--- config.mk ---
export PLATFORM = sky130hd
export DESIGN_NAME = gpio_port
export DESIGN_NICKNAME = d
export VERILOG_FILES = /design/src/rtl/gpio_port.sv
export SDC_FILE = /design/constraint.sdc
export NUM_CORES = 1
export LEC_CHECK = 0
export BUFFER_PORTS_ARGS = -buffer_cell sky130_fd_sc_hd__clkbuf_2
export CAP_MARGIN = 20
export CORE_UTILIZATION = 44
export DETAILED_ROUTE_END_ITERATION = 16
export PLACE_DENSITY = 0.79
export REMOVE_ABC_BUFFERS = 1
export SLEW_MARGIN = 40
export SYNTH_ARGS = -nofsm -noshare
export SYNTH_HDL_FRONTEND = slang
export SYNTH_SLANG_ARGS = --single-unit
--- constraint.sdc ---
create_clock -name clk -period 1.06 [get_ports clk]
set_input_delay 0.106 -clock clk [delete_from_list [all_inputs] [get_ports clk]]
set_output_delay 0.106 -clock clk [all_outputs]
set_load 0.02 [all_outputs]
--- src/rtl/gpio_port.sv ---
module gpio_port #(
  parameter int W = 8
) (
  input  logic         clk,
  input  logic         rst_n,
  input  logic         bus_we,
  input  logic [1:0]   bus_addr,
  input  logic [W-1:0] bus_wdata,
  output logic [W-1:0] bus_rdata,
  input  logic [W-1:0] pad_in,
  input  logic [W-1:0] per_en,
  input  logic [W-1:0] per_out,
  input  logic [W-1:0] per_oe,
  input  logic [W-1:0] ana_en,
  output logic [W-1:0] per_in,
  output logic [W-1:0] pad_out,
  output logic [W-1:0] pad_oe,
  output logic [W-1:0] pad_ie,
  output logic [W-1:0] pull_en
);
  localparam logic [1:0] OFS_DAT = 2'd0;
  localparam logic [1:0] OFS_DIR = 2'd1;
  localparam logic [1:0] OFS_PUE = 2'd2;

  logic [W-1:0] latch_q, dir_q, pue_q, meta_q, sync_q;
  logic [W-1:0] dig_claim, drv_oe, drv_val, seen_lvl, dat_view;

  always_ff @(posedge clk or negedge rst_n) begin
    if (!rst_n) begin
      latch_q <= '0;
      dir_q   <= '0;
      pue_q   <= '0;
    end else if (bus_we) begin
      case (bus_addr)
        OFS_DAT: latch_q <= bus_wdata;
        OFS_DIR: dir_q   <= bus_wdata;
        OFS_PUE: pue_q   <= bus_wdata;
        default: ;
      endcase
    end
  end

  always_ff @(posedge clk or negedge rst_n) begin
    if (!rst_n) begin
      meta_q <= '0;
      sync_q <= '0;
    end else begin
      meta_q <= pad_in;
      sync_q <= meta_q;
    end
  end

  assign dig_claim = per_en & ~ana_en;
  assign drv_oe    = (dig_claim & per_oe) | (~per_en & ~ana_en & dir_q);
  assign drv_val   = (dig_claim & per_out) | (~per_en & ~ana_en & latch_q);

  assign pad_oe   = drv_oe;
  assign pad_out  = drv_val;
  assign pad_ie   = ~ana_en;
  assign seen_lvl = sync_q & ~ana_en;
  assign per_in   = seen_lvl;
  assign pull_en  = pue_q & ~ana_en & ~drv_oe;
  assign dat_view = (dir_q & latch_q) | (~dir_q & seen_lvl);

  always_comb begin
    case (bus_addr)
      OFS_DAT: bus_rdata = dat_view;
      OFS_DIR: bus_rdata = dir_q;
      OFS_PUE: bus_rdata = pue_q;
      default: bus_rdata = '0;
    endcase
  end

  logic [1:0] warm_q;
  always_ff @(posedge clk or negedge rst_n) begin
    if (!rst_n) warm_q <= '0;
    else if (warm_q != 2'd3) warm_q <= warm_q + 2'd1;
  end

  p_ana_quiet_r6: assert property (@(posedge clk) disable iff (!rst_n)
    (ana_en & (pad_oe | pad_ie | pad_out)) == '0);

  p_ana_over_per_r7: assert property (@(posedge clk) disable iff (!rst_n)
    (ana_en & per_en & pad_oe) == '0);

  p_pull_off_r8: assert property (@(posedge clk) disable iff (!rst_n)
    (pull_en & (pad_oe | ana_en)) == '0);

  p_undef_zero_r2: assert property (@(posedge clk) disable iff (!rst_n)
    bus_addr == 2'd3 |-> bus_rdata == '0);

  p_dir_write_r2: assert property (@(posedge clk) disable iff (!rst_n)
    (bus_we && bus_addr == OFS_DIR) |=> dir_q == $past(bus_wdata));

  p_periph_drive_r5: assert property (@(posedge clk) disable iff (!rst_n)
    ((per_en & ~ana_en & (pad_oe ^ per_oe)) == '0));

  p_sync_lat_r10: assert property (@(posedge clk) disable iff (!rst_n)
    warm_q >= 2'd2 |-> sync_q == $past(pad_in, 2));

  p_perin_r11: assert property (@(posedge clk) disable iff (!rst_n)
    (per_in & ana_en) == '0);
endmodule

### After elaboration in Yosys (flattened, before gate mapping)

Index checks and enable logic that the tools add are counted.

* output and inout bits: 48
* register bits: 40

* reduce and logical (&&, ||, !) cells: 4
* equal/unequal tests: 2
* bitwise logic cells: 18
* mux-type cells: 1

Operator list (number)
* $and 8x8->8: 11
* $not 8->8: 4
* $or 8x8->8: 3
* $pmux 8 s3: 1
* $reduce_and 2->1: 3
* $eq 2x1->1 const B: 1
* $eq 2x2->1 const B: 1
* $logic_not 2->1: 1

### Depth between registers and ports, before layout

* word-level depth: 6
* depth in mapped cells: 5
* gate-level depth less buffers: 3

### Least setup slack after synthesis

No wires, ideal clock.

* path type: flip-flop to output port
* from: register sync_q[0]
* to: output port bus_rdata[0]
* stages on the path, launching flop included: 4
* path slack: -324 ps
* arrival: 1278 ps
* cell sequence: dfrtp_1 -> nor2b_1 -> a22oi_1 -> o21ai_0

* word-level cells in the longest chain between the ends: 4

Ends and longest elaborated chain
* from (decl): RTL line 25 `logic [W-1:0] latch_q, dir_q, pue_q, meta_q, sync_q;`
* from (signal assigned): RTL line 49 `sync_q <= meta_q;`
* $and 8x8->8: RTL line 60 `assign seen_lvl = sync_q & ~ana_en;`
* via per_in[0]: RTL line 15 `output logic [W-1:0] per_in,`
* $and 8x8->8: RTL line 63 `assign dat_view = (dir_q & latch_q) | (~dir_q & seen_lvl);`
* $or 8x8->8: RTL line 63
* $pmux 8 s3: RTL line 66 `case (bus_addr)`
* to (decl): RTL line 9 `output logic [W-1:0] bus_rdata,`

The timed path passes the listed nets, and every way through them passes these cells.

### Final worst setup path

* from: register dir_q[2]
* to: output port pull_en[2]

* word-level cells in the longest chain between the ends: 4

Ends and longest elaborated chain
* from (decl): RTL line 25
* from (signal assigned): RTL line 36 `OFS_DIR: dir_q <= bus_wdata;`
* $and 8x8->8: RTL line 54 `assign drv_oe = (dig_claim & per_oe) | (~per_en & ~ana_en & dir_q);`
* $or 8x8->8: RTL line 54
* $not 8->8: RTL line 62 `assign pull_en = pue_q & ~ana_en & ~drv_oe;`
* $and 8x8->8: RTL line 62
* to (decl): RTL line 19 `output logic [W-1:0] pull_en`

Every way passes these cells.

==> summary.txt <==
Share of post-route cells with drive strength above 1 = 0.590
Number of failing hold endpoints at the final stage = 0
Via count of the first global-routing pass = 1647
Unique cell type count in the Yosys netlist = 18
Residual overflow from global routing = 0
Final HPWL from detailed placement = 3430 um
Maximum capacitance violations = 0
Routability congestion estimate from global placement = 0.743
Largest cells by area after synthesis = sky130_fd_sc_hd__dfrtp_1 53%, sky130_fd_sc_hd__mux2_2 14%, sky130_fd_sc_hd__mux2i_1 8.5%
Worst Path Arrival = 1280 ps
Die Outline Area = 0.00455 mm2
Cell taking the most area after synthesis = sky130_fd_sc_hd__dfrtp_1
Standard-cell row count = 23
Area Growth Syn to Fin = 63.8%
Cell chosen for the clock root = sky130_fd_sc_hd__clkbuf_8
Total routed wirelength = 5310 um
Unrepaired setup endpoints after global routing = true
Longest Clk Path Bufs = 2
Worst skew pair latency = 290 ps
Maximum number of pins on one net before global-route repair = 41
Slew at the pin with the worst max-slew slack = 274 ps
Number of I/O port buffers = 100
Length of the first detailed-routing pass in iterations = 4
Achievable Freq = 720 MHz
Origin of the critical flop-to-flop path = latch_q[7]
Net switching fraction of the power = 0.315
Final Worst Setup Slack = -328 ps
Skew final = 1.29 ps
Number of flops mapped to enable cells by yosys = 0
Commonest cells in the synthesized netlist = 40 x sky130_fd_sc_hd__dfrtp_1, 24 x sky130_fd_sc_hd__mux2_2, 24 x sky130_fd_sc_hd__nor2_1
Number of antenna violations at the first check in global routing = 0
Average via count per standard cell = 5.20
Critical Path Source = dir_q[2]
Internal power of the cells = 2.94 mW
Total global routing track utilization = 0.231
Peak per-stage delay on the critical path = 420 ps
Setup crit end kind = output port
I/O pin total = 101
Synthesized instance count = 160
Via count = 1782
CP Max Fanout = 3
Hold Path Origin = bus_wdata[4]
Tightest Hold Check Type = input pin to flop
Pleak = 1.58 nW
Violations in the final reports = negative setup slack
CTS tree = built
Net Sw Power = 1.35 mW
Number of DRC violations after detailed-routing iteration 0 = 56
X dimension of the die = 67.4 um
Cell family with the largest share of critical-path delay = flip-flops
Result of the run = finished, violations left
Combined area of all synthesized cells = 0.00188 mm2
Wire length per cell after detailed routing = 15.5 um
Global-route wire length before repair = 7510 um
Number of instances in the placed design = 316
Cell with the largest stage delay on the worst path = sky130_fd_sc_hd__dfrtp_1
Yosys warns = 0
Crit Path Category = flop to output port
Post-Syn Area per Cell = 11.8 um2
Total power density per cell area = 1390 mW/mm2
Dominant synthesized flop cell = sky130_fd_sc_hd__dfrtp_1
Net count of the finished layout = 346
Pins Over Slew Limit = 0
Post-synthesis sequential area ratio = 0.532
Clock-pin transition on the worst setup and hold timing paths = 80 ps
Die H = 67.4 um
Clk pwr share = 0.221
Max-slew headroom at the worst pin = 0.817
Combinational share of power = 0.333
Initial standard-cell utilization of the core = 0.464
Number of sinks handled by clock tree synthesis = 40
ANT cells = 0
Min Tclk post-route = 1390 ps
Share of the core filled with cells in the final layout = 0.760
Finished Layout Cells = 343
#FFs+latches synth = 40
Worst slack after detailed placement = -38.8 ps
Most repeated cell in the gate-level netlist after synthesis = sky130_fd_sc_hd__dfrtp_1
Maximum ir drop on the vdd rail = 0.888 mV
Count of final setup violators = 32
Share of the clock period used by the worst path = 1.31
Inserted Clock Buffers = 5
Maximum level of the CTS H-tree = 2
Startpoint types = flop
Register share of total power = 0.445
Core area = 0.00406 mm2
Post-synthesis async set-or-reset flop share = 1.00
Setup TNS after final layout = -6510 ps
Post-route DRC violation count = 0
Cells along the critical path = mux2i_2 -> and3_1 -> clkbuf_8
Worst path buffer plus inverter count = 1
Count of fill cells added during filler insertion = 268
Share of the synthesized area in the top cell type = 0.532
Data required, critical path = 950 ps
Post-DRT Antenna Nets = 0
## cells in the final DEF, fill, tap and decap left out, drive strengths merged
| master | n |
|---|---|
| inv | 9 |
| a22oi | 8 |
| nor3b | 1 |
| dlygate4sd3 | 9 |
| clkinv | 1 |
| and3 | 8 |
| nor2b | 8 |
| mux2 | 24 |
| o211ai | 8 |
| mux2i | 16 |
| nand3 | 1 |
| buf | 48 |
| nand3b | 1 |
| clkbuf | 79 |
| nor2 | 24 |
| dfrtp | 40 |
| o21ai | 8 |
## registers in the layout (all words and copies together), names as in the netlist
signal	count
sync_q	8
meta_q	8
pue_q	8
dir_q	8
latch_q	8
## stage by stage
step	hold slack, ps	total power, mW	instance area [um2]
6_report	75.5	4.29	3080
5_1_grt	65.6	4.50	3080
4_1_cts	65.0	4.19	2990
3_5_place_dp	99.8	2.98	2510
3_3_place_gp	93.6	2.94	2510
2_1_floorplan	-190	2.50	1860
## kinds of logic after synthesis
kind of cell    after synthesis  synth area share
compound gates               24            0.0851
buf+inv                      13            0.0326
flops                        40             0.532
mux                          40             0.229
simple gates                 43             0.122
## layer usage
metal | wire length [um] | vias to the layer above | track usage
met1 | 2020 | 874 | 0.260
met5 | 0 | - | 0
met4 | 84 | 0 | 0.0824
met2 | 2950 | 68 | 0.419
li1 | - | 831 | -
met3 | 249 | 9 | 0.0608
## power groups by stage
| stage | clock network, mW | registers [mW] | logic (mW) |
|---|---|---|---|
| after global routing | 1.04 | 1.94 | 1.52 |
| final | 0.949 | 1.91 | 1.43 |
| after detailed placement | 0 | 1.93 | 1.05 |
| after CTS | 0.976 | 1.90 | 1.31 |
| after floorplan | 0 | 1.86 | 0.632 |
| after global placement | 0 | 1.92 | 1.02 |
## cell type report
type                    count  area (um2)  area share
inverters                   9        33.8      0.0110
flip-flops and latches     40        1000       0.325
multi-input cells         107         927       0.301
well taps                  50        62.6      0.0203
clock buffers               6        72.6      0.0235
repair buffers            130         982       0.318
clock inverters             1        5.00     0.00162
## path summary, 6_finish.rpt
path                         endpoint  slack [ps]  cells after the start
max                        pull_en[2]        -330                      3
min                        latch_q[4]          80                      2
max reg2reg                latch_q[7]          30                      3
min reg2reg                 sync_q[6]         350                      0
max in group asynchronous    dir_q[6]         540                      3
min in group asynchronous   sync_q[3]         330                      3
## timing repair
action / in CTS / in global routing
hold buffers: 9 / 0
buffers inserted: 8 / 3
cloned: 0 / 0
setup endpoints to repair: 40 / 39
endpoints found under the hold margin: 48 / 0
gates resized for setup: 72 / 43
pin swaps: 2 / 8
No activity file was read; power rests on OpenSTA's default activity.
